### src/rtl/arb_pkg.sv
package arb_pkg;

  typedef enum logic [1:0] {
    POL_ROTATE = 2'd0,
    POL_LRU    = 2'd1,
    POL_RANDOM = 2'd2,
    POL_ROTATE_ALT = 2'd3
  } arb_policy_e;

  // (a + b) mod n, used for wraparound searches and pointer steps
  function automatic int wrap_add(input int a, input int b, input int n);
    return (a + b) % n;
  endfunction

endpackage

### src/rtl/arb_scan.sv
// Finds the first set request bit at or above a start index, wrapping.
module arb_scan #(
  parameter int N  = 4,
  parameter int IW = (N > 1) ? $clog2(N) : 1
) (
  input  logic [N-1:0]  req,
  input  logic [IW-1:0] start,
  output logic [IW-1:0] idx,
  output logic          hit
);
  import arb_pkg::*;

  always_comb begin
    idx = '0;
    hit = 1'b0;
    for (int k = N - 1; k >= 0; k--) begin
      if (req[wrap_add(int'(start), k, N)]) begin
        idx = IW'(wrap_add(int'(start), k, N));
        hit = 1'b1;
      end
    end
  end
endmodule

### src/rtl/arb_lru.sv
// Usage list: entry 0 is least recently granted, entry N-1 most recent.
module arb_lru #(
  parameter int N  = 4,
  parameter int IW = (N > 1) ? $clog2(N) : 1
) (
  input  logic          clk,
  input  logic          rst,
  input  logic [N-1:0]  req,
  input  logic          upd,
  input  logic [IW-1:0] upd_idx,
  output logic [IW-1:0] pick_idx,
  output logic          pick_hit
);
  logic [IW-1:0] order_q [N];
  logic [IW-1:0] order_n [N];
  int            pos;

  always_comb begin
    pick_idx = '0;
    pick_hit = 1'b0;
    for (int k = N - 1; k >= 0; k--) begin
      if (req[order_q[k]]) begin
        pick_idx = order_q[k];
        pick_hit = 1'b1;
      end
    end
  end

  always_comb begin
    pos = N - 1;
    for (int k = N - 1; k >= 0; k--) begin
      if (order_q[k] == upd_idx) pos = k;
    end
    for (int k = 0; k < N - 1; k++) begin
      order_n[k] = (k >= pos) ? order_q[k + 1] : order_q[k];
    end
    order_n[N-1] = upd_idx;
  end

  always_ff @(posedge clk) begin
    if (rst) begin
      for (int k = 0; k < N; k++) order_q[k] <= IW'(k);
    end else if (upd) begin
      for (int k = 0; k < N; k++) order_q[k] <= order_n[k];
    end
  end
endmodule

### src/rtl/arb_lfsr.sv
module arb_lfsr #(
  parameter int           W    = 8,
  parameter logic [W-1:0] TAPS = 8'hB8,
  parameter logic [W-1:0] SEED = 8'hA5
) (
  input  logic         clk,
  input  logic         rst,
  input  logic         step,
  output logic [W-1:0] value
);
  always_ff @(posedge clk) begin
    if (rst)       value <= SEED;
    else if (step) value <= {value[W-2:0], ^(value & TAPS)};
  end
endmodule

### src/rtl/bus_arbiter_mp.sv
module bus_arbiter_mp #(
  parameter int N      = 4,
  parameter int LFSR_W = 8,
  localparam int IW    = (N > 1) ? $clog2(N) : 1
) (
  input  logic         clk,
  input  logic         rst,
  input  logic [1:0]   mode,
  input  logic [N-1:0] req,
  output logic [N-1:0] gnt,
  output logic         busy
);
  import arb_pkg::*;

  logic [N-1:0]      gnt_q;
  logic [IW-1:0]     rot_ptr;
  logic [LFSR_W-1:0] lfsr_val;
  logic [IW-1:0]     scan_start;
  logic [IW-1:0]     scan_idx;
  logic              scan_hit;
  logic [IW-1:0]     lru_idx;
  logic              lru_hit;
  logic [IW-1:0]     win_idx;
  logic              grant_evt;
  logic              release_evt;
  arb_policy_e       policy;

  assign policy      = arb_policy_e'(mode);
  assign busy        = |gnt_q;
  assign gnt         = gnt_q;
  assign grant_evt   = !busy && (|req);
  assign release_evt = busy && ((gnt_q & req) == '0);

  assign scan_start = (policy == POL_RANDOM) ? IW'(int'(lfsr_val) % N) : rot_ptr;
  assign win_idx    = (policy == POL_LRU) ? lru_idx : scan_idx;

  arb_scan #(.N(N), .IW(IW)) scan_i (
    .req(req), .start(scan_start), .idx(scan_idx), .hit(scan_hit)
  );

  arb_lru #(.N(N), .IW(IW)) lru_i (
    .clk(clk), .rst(rst), .req(req), .upd(grant_evt), .upd_idx(win_idx),
    .pick_idx(lru_idx), .pick_hit(lru_hit)
  );

  arb_lfsr #(.W(LFSR_W)) lfsr_i (
    .clk(clk), .rst(rst), .step(grant_evt), .value(lfsr_val)
  );

  always_ff @(posedge clk) begin
    if (rst) begin
      gnt_q   <= '0;
      rot_ptr <= '0;
    end else begin
      if (grant_evt && (scan_hit || lru_hit)) begin
        gnt_q   <= N'(1) << win_idx;
        rot_ptr <= IW'(wrap_add(int'(rot_ptr), 1, N));
      end else if (release_evt) begin
        gnt_q <= '0;
      end
    end
  end
endmodule

### config.mk
export PLATFORM = sky130hd
export DESIGN_NAME = bus_arbiter_mp
export DESIGN_NICKNAME = d
export VERILOG_FILES = /design/src/rtl/arb_pkg.sv /design/src/rtl/arb_scan.sv /design/src/rtl/arb_lru.sv /design/src/rtl/arb_lfsr.sv /design/src/rtl/bus_arbiter_mp.sv
export SDC_FILE = /design/constraint.sdc
export NUM_CORES = 1
export LEC_CHECK = 0
export CORE_MARGIN = 3
export CORE_UTILIZATION = 50
export CTS_CLUSTER_SIZE = 25
export DETAILED_ROUTE_END_ITERATION = 10
export PLACE_DENSITY = 0.77
export SLEW_MARGIN = 20
export SYNTH_ARGS = -nofsm -noshare
export SYNTH_HDL_FRONTEND = slang
export SYNTH_SLANG_ARGS = --single-unit
### constraint.sdc
create_clock -name clk -period 2.7 [get_ports clk]
set_input_delay 0.54 -clock clk [delete_from_list [all_inputs] [get_ports clk]]
set_output_delay 0.54 -clock clk [all_outputs]
set_load 0.05 [all_outputs]
### Word-level counts from Yosys, hierarchy flattened

Memories as Yosys holds them, arrays and structs flattened.
Cells that the tools add are included.

| word-level totals | value |
|---|---|
| bits in registers | 14 |
| output and inout bits | 5 |
| bits of input ports | 8 |
| latch bits | 0 |
| memory bits (writable) | 8 |
| memory bits (read-only) | 0 |
| memories kept | 1 |

Memory list:

| name | depth | bits a word | read ports | clocked after Yosys merged registers in | wr ports | line | RTL |
|---|---|---|---|---|---|---|---|
| lru_i.order_q | 4 | 2 | 4 | 0 | 4 | arb_lru.sv:14 | `logic [IW-1:0] order_q [N];` |

| operators by class | value |
|---|---|
| $mul | 0 |
| equality and inequality tests | 5 |
| shifts and indexed selects | 1 |
| divide/modulo/power cells | 0 |
| reductions and logical operators | 13 |
| add/sub/neg operators | 4 |
| bitwise operators | 8 |
| order comparisons | 11 |
| muxes and demuxes | 54 |

Operators by type and width:

| cell | count |
|---|---|
| $mux W2 | 19 |
| $mux W1 | 25 |
| $bmux W1 S2 | 8 |
| $lt A2 B3 Y1 const B | 5 |
| $lt A3 B4 Y1 const B | 3 |
| $mux W4 | 2 |
| $reduce_or A4 Y1 | 2 |
| $reduce_xor A8 Y1 | 1 |
| $eq A2 B2 Y1 | 3 |
| $reduce_or A2 Y1 | 3 |
| $add A2 B1 Y2 const B | 2 |
| $add A2 B2 Y2 const B | 2 |
| $and A4 B4 Y4 | 1 |
| $ge A1 B2 Y1 const A | 2 |
| $logic_not A4 Y1 | 1 |
| $or A1 B1 Y1 | 4 |
| $shl A1 B2 Y4 const A | 1 |
| $and A1 B1 Y1 const A | 3 |
| $logic_and A1 B1 Y1 | 3 |
| $eq A2 B1 Y1 const B | 1 |
| $eq A2 B2 Y1 const B | 1 |
| $ge A2 B2 Y1 const A | 1 |
| $reduce_bool A2 Y1 | 1 |
| $logic_not A1 Y1 | 1 |
| $logic_or A1 B1 Y1 | 1 |

### Depth between registers and ports, before layout

| logic depth | value |
|---|---|
| word-level depth | 20 |
| depth in mapped cells | 8 |

### Modules after synthesis

From an unflattened synthesis, not the netlist that was laid out.

| second synthesis, totals | value |
|---|---|
| cell total of the unflattened synthesis | 151 |
| area, all modules | 1416.4 µm² |

Modules (own cells, without submodules):

| module | cells an instance | area an instance (µm²) | instances |
|---|---|---|---|
| arb_lru | 75 | 709.4 | 1 |
| bus_arbiter_mp | 34 | 326.6 | 1 |
| arb_lfsr | 29 | 302.8 | 1 |
| arb_scan | 13 | 77.6 | 1 |

### Worst setup path before layout

No wires, ideal clock.

| timing | value |
|---|---|
| kind | reg-to-reg |
| start | reg gnt_q[0], in the netlist gnt[0] |
| end | mem lru_i.order_q[0][4] (netlist bit) (enable) |
| arrival | 2.362 ns |
| setup slack | 0.036 ns |
| period minus slack after synthesis | 2.664 ns |
| cell stages (with the launch flop) | 6 |
| library setup time | 0.302 ns |
| cells stage by stage | dfxtp_1 or4_1 a41o_1 a2111oi_0 o22ai_1 nand4_1 |

RTL lines:

| what | line | RTL |
|---|---|---|
| from (decl) | bus_arbiter_mp.sv:15 | `logic [N-1:0] gnt_q;` |
| from (signal assigned) | bus_arbiter_mp.sv:56 | `gnt_q <= N'(1) << win_idx;` |
| to (decl) | arb_lru.sv:14 |  |

==> reports/summary.txt <==
DRC: 0
IR Drop Worst-Case VDD: 845.2 uV
fraction of layout cells with a size suffix above 1: 19.35%
Tcrit/Tclk final: 97.00%
vias in the first global route: 1477
first drt pass iteration count: 4
post-layout min period: 2619 ps
CTS tree: yes
Die W: 61.53 um
pre-CTS setup slack: -309.5 ps
Critical Path Fanout Max: 5
ys async rst share: 0%
Synth Warn #: 0
WP data required: 2730 ps
row count: 19
commonest non-fill, non-tap cells in the layout: 32 x nand2_1, 26 x buf_4, 15 x a21oi_1, 14 x dfxtp_1, 13 x nor2_1
PD cells: 1245 mW/mm2
status: completed
P_leak: 0.8399 nW
Die Area: 0.003785 mm2
GRT Overall Usage: 22.67%
largest net degree at the start of global routing: 15
Final Hold Fails: 0
Worst Setup SP: mode[0]
sequential-to-total area share from yosys stat: 33.77%
Power, Total: 2.380 mW
post-synth net total: 196
detailed placer's ending HPWL: 3076 um
critical path capture point type: flip-flop
Startpoint Class: input port
P&R area growth vs syn: 24.03%
hold_buf cts: 0
post-route cell area: 0.001912 mm2
Netlist cell types: 51
syn avg cell area: 8.199 um2
Cells after Synth: 188
WL final: 3995 um
ys flop type: dfxtp_1
Area after DPL: 0.001833 mm2
Synth Register Bits: 22
Reg-to-Reg Start: lru_i.order_q[0][3]
drt initial violations: 114
Core Region: 0.002853 mm2
worst hold slack: 465.1 ps
antenna-violating nets left: 0
die height: 61.53 um
clk buf depth: 2
Worst-Margin Slew: 505.8 ps
DR WL/cell: 16.11 um
# setup viols final: 0
antenna violations before repair: 0
Starting Density: 54.04%
vias per cell: 6.234
port bufs: 12
# diodes: 0
Root Buffer: clkbuf_4
max cap viols: 0
Critical Path AT: 2650 ps
max-slew violations: 0
CTS resizes: 0
global-route wire length before repair: 6541 um
Achievable Freq: 381.8 MHz
Via Count: 1546
clk_lat worst skew: 310 ps
number of synthesized flops with an enable pin: 8
RSZ-0062 raised after global routing: false
critical path class: in2reg
aggregate global routing overflow: 0
RePlAce Congestion: 0.8717
Clock Sinks: 22
# IOs: 13
CTS H-tree lvls: 1
Final nets: 226
clock-pin transition on the worst setup and hold timing paths: 120 ps
Post-CTS Setup Repair Bufs: 0
Max transition margin: 66.18%
HP Start: lfsr_i.value[2]
Mapped Area: 0.001541 mm2
commonest non-fill, non-tap cell in the layout: nand2_1
Num CTS Buffers: 3
setup ws final: 80.98 ps
Final Skew: 5.857 ps
HP Class: reg2reg
-- area by class of cell --
cell class / instances / area [um2]
multi-input combinational: 147 / 959.7
fill: 242 / 940.9
sequential: 22 / 520.5
timing repair buffer: 38 / 322.8
clock buffer: 4 / 47.55
tap: 31 / 38.79
inverter: 6 / 22.52
-- path summary, 6_finish.rpt --
kind	end	slack, ps	cells past startpoint
worst min register to register	lfsr_i.value[3]	470	2
worst min-delay path	lfsr_i.value[3]	470	2
worst max-delay path	lru_i.order_q[0][4]	80	9
worst max register to register	lru_i.order_q[0][4]	250	8
-- cells by family after synthesis --
kind of cell / share of synthesized area (%)
XOR/XNOR: 3.409
AND/OR/NAND/NOR: 22.40
buffers and inverters: 5.519
multiplexers: 6.980
AO/OA/AOI/OAI: 27.92
flip-flops: 33.77
-- stage by stage --
step	utilization [%]	std cells	setup TNS (ps)
after floorplan	-	188	0
final	67.02	248	0
after detailed placement	64.25	244	-1592
after global placement	64.25	244	-882.4
after global routing	67.02	248	0
after CTS	65.92	248	0
-- registers in the layout, summed over array words and instances (netlist names) --
register,flops
rot_ptr,2
lfsr_i.value,8
gnt,4
lru_i.order_q,8
-- report_power, final --
part / internal, mW / switching [mW]
Sequential: 0.523 / 0.206
Clock: 0.113 / 0.100
Combinational: 0.640 / 0.798
Total: 1.28 / 1.10
-- routing by layer --
metal / GRT usage (%) / part of all wire, % / routed length [um]
met1: 30.11 / 43 / 1705
met2: 36.92 / 50 / 2000
met3: 5.241 / 6.7 / 267
met4: 6.061 / 0.53 / 21
met5: 0 / 0 / 0
-- worst max-delay path: stages --
cell and delay, ps:
clkdlybuf4s50_1 490, and3b_1 210, a2111oi_1 420, a311o_1 210
a21oi_1 70, buf_4 150, and3_1 160, o22ai_1 230
nand4_1 180
-- Yosys cell counts, types with 2 or more instances --
library cell | instances | area [um2]
nor2_1 | 13 | 48.80
o211ai_1 | 2 | 15.01
a32oi_1 | 2 | 17.52
nand2_1 | 32 | 120.1
o22ai_1 | 4 | 25.02
a21o_1 | 3 | 22.52
nor3_1 | 3 | 15.01
o22a_1 | 2 | 17.52
nand2b_1 | 5 | 31.28
o21ai_0 | 3 | 15.01
and3_1 | 5 | 31.28
xor2_1 | 2 | 17.52
edfxtp_1 | 8 | 240.2
dfxtp_1 | 14 | 280.3
or3_1 | 3 | 18.77
nand3_1 | 6 | 30.03
inv_1 | 5 | 18.77
buf_1 | 2 | 7.510
a21oi_1 | 15 | 75.07
a22oi_1 | 4 | 30.03
clkbuf_1 | 5 | 18.77
nor2b_1 | 3 | 18.77
xnor2_1 | 4 | 35.03
and3b_1 | 2 | 17.52
a2111oi_0 | 3 | 26.28
mux2i_1 | 7 | 70.07
o21ai_1 | 2 | 10.01
a211oi_1 | 2 | 15.01
buf_2 | 5 | 25.02
No activity file was read; power rests on OpenSTA's default activity.
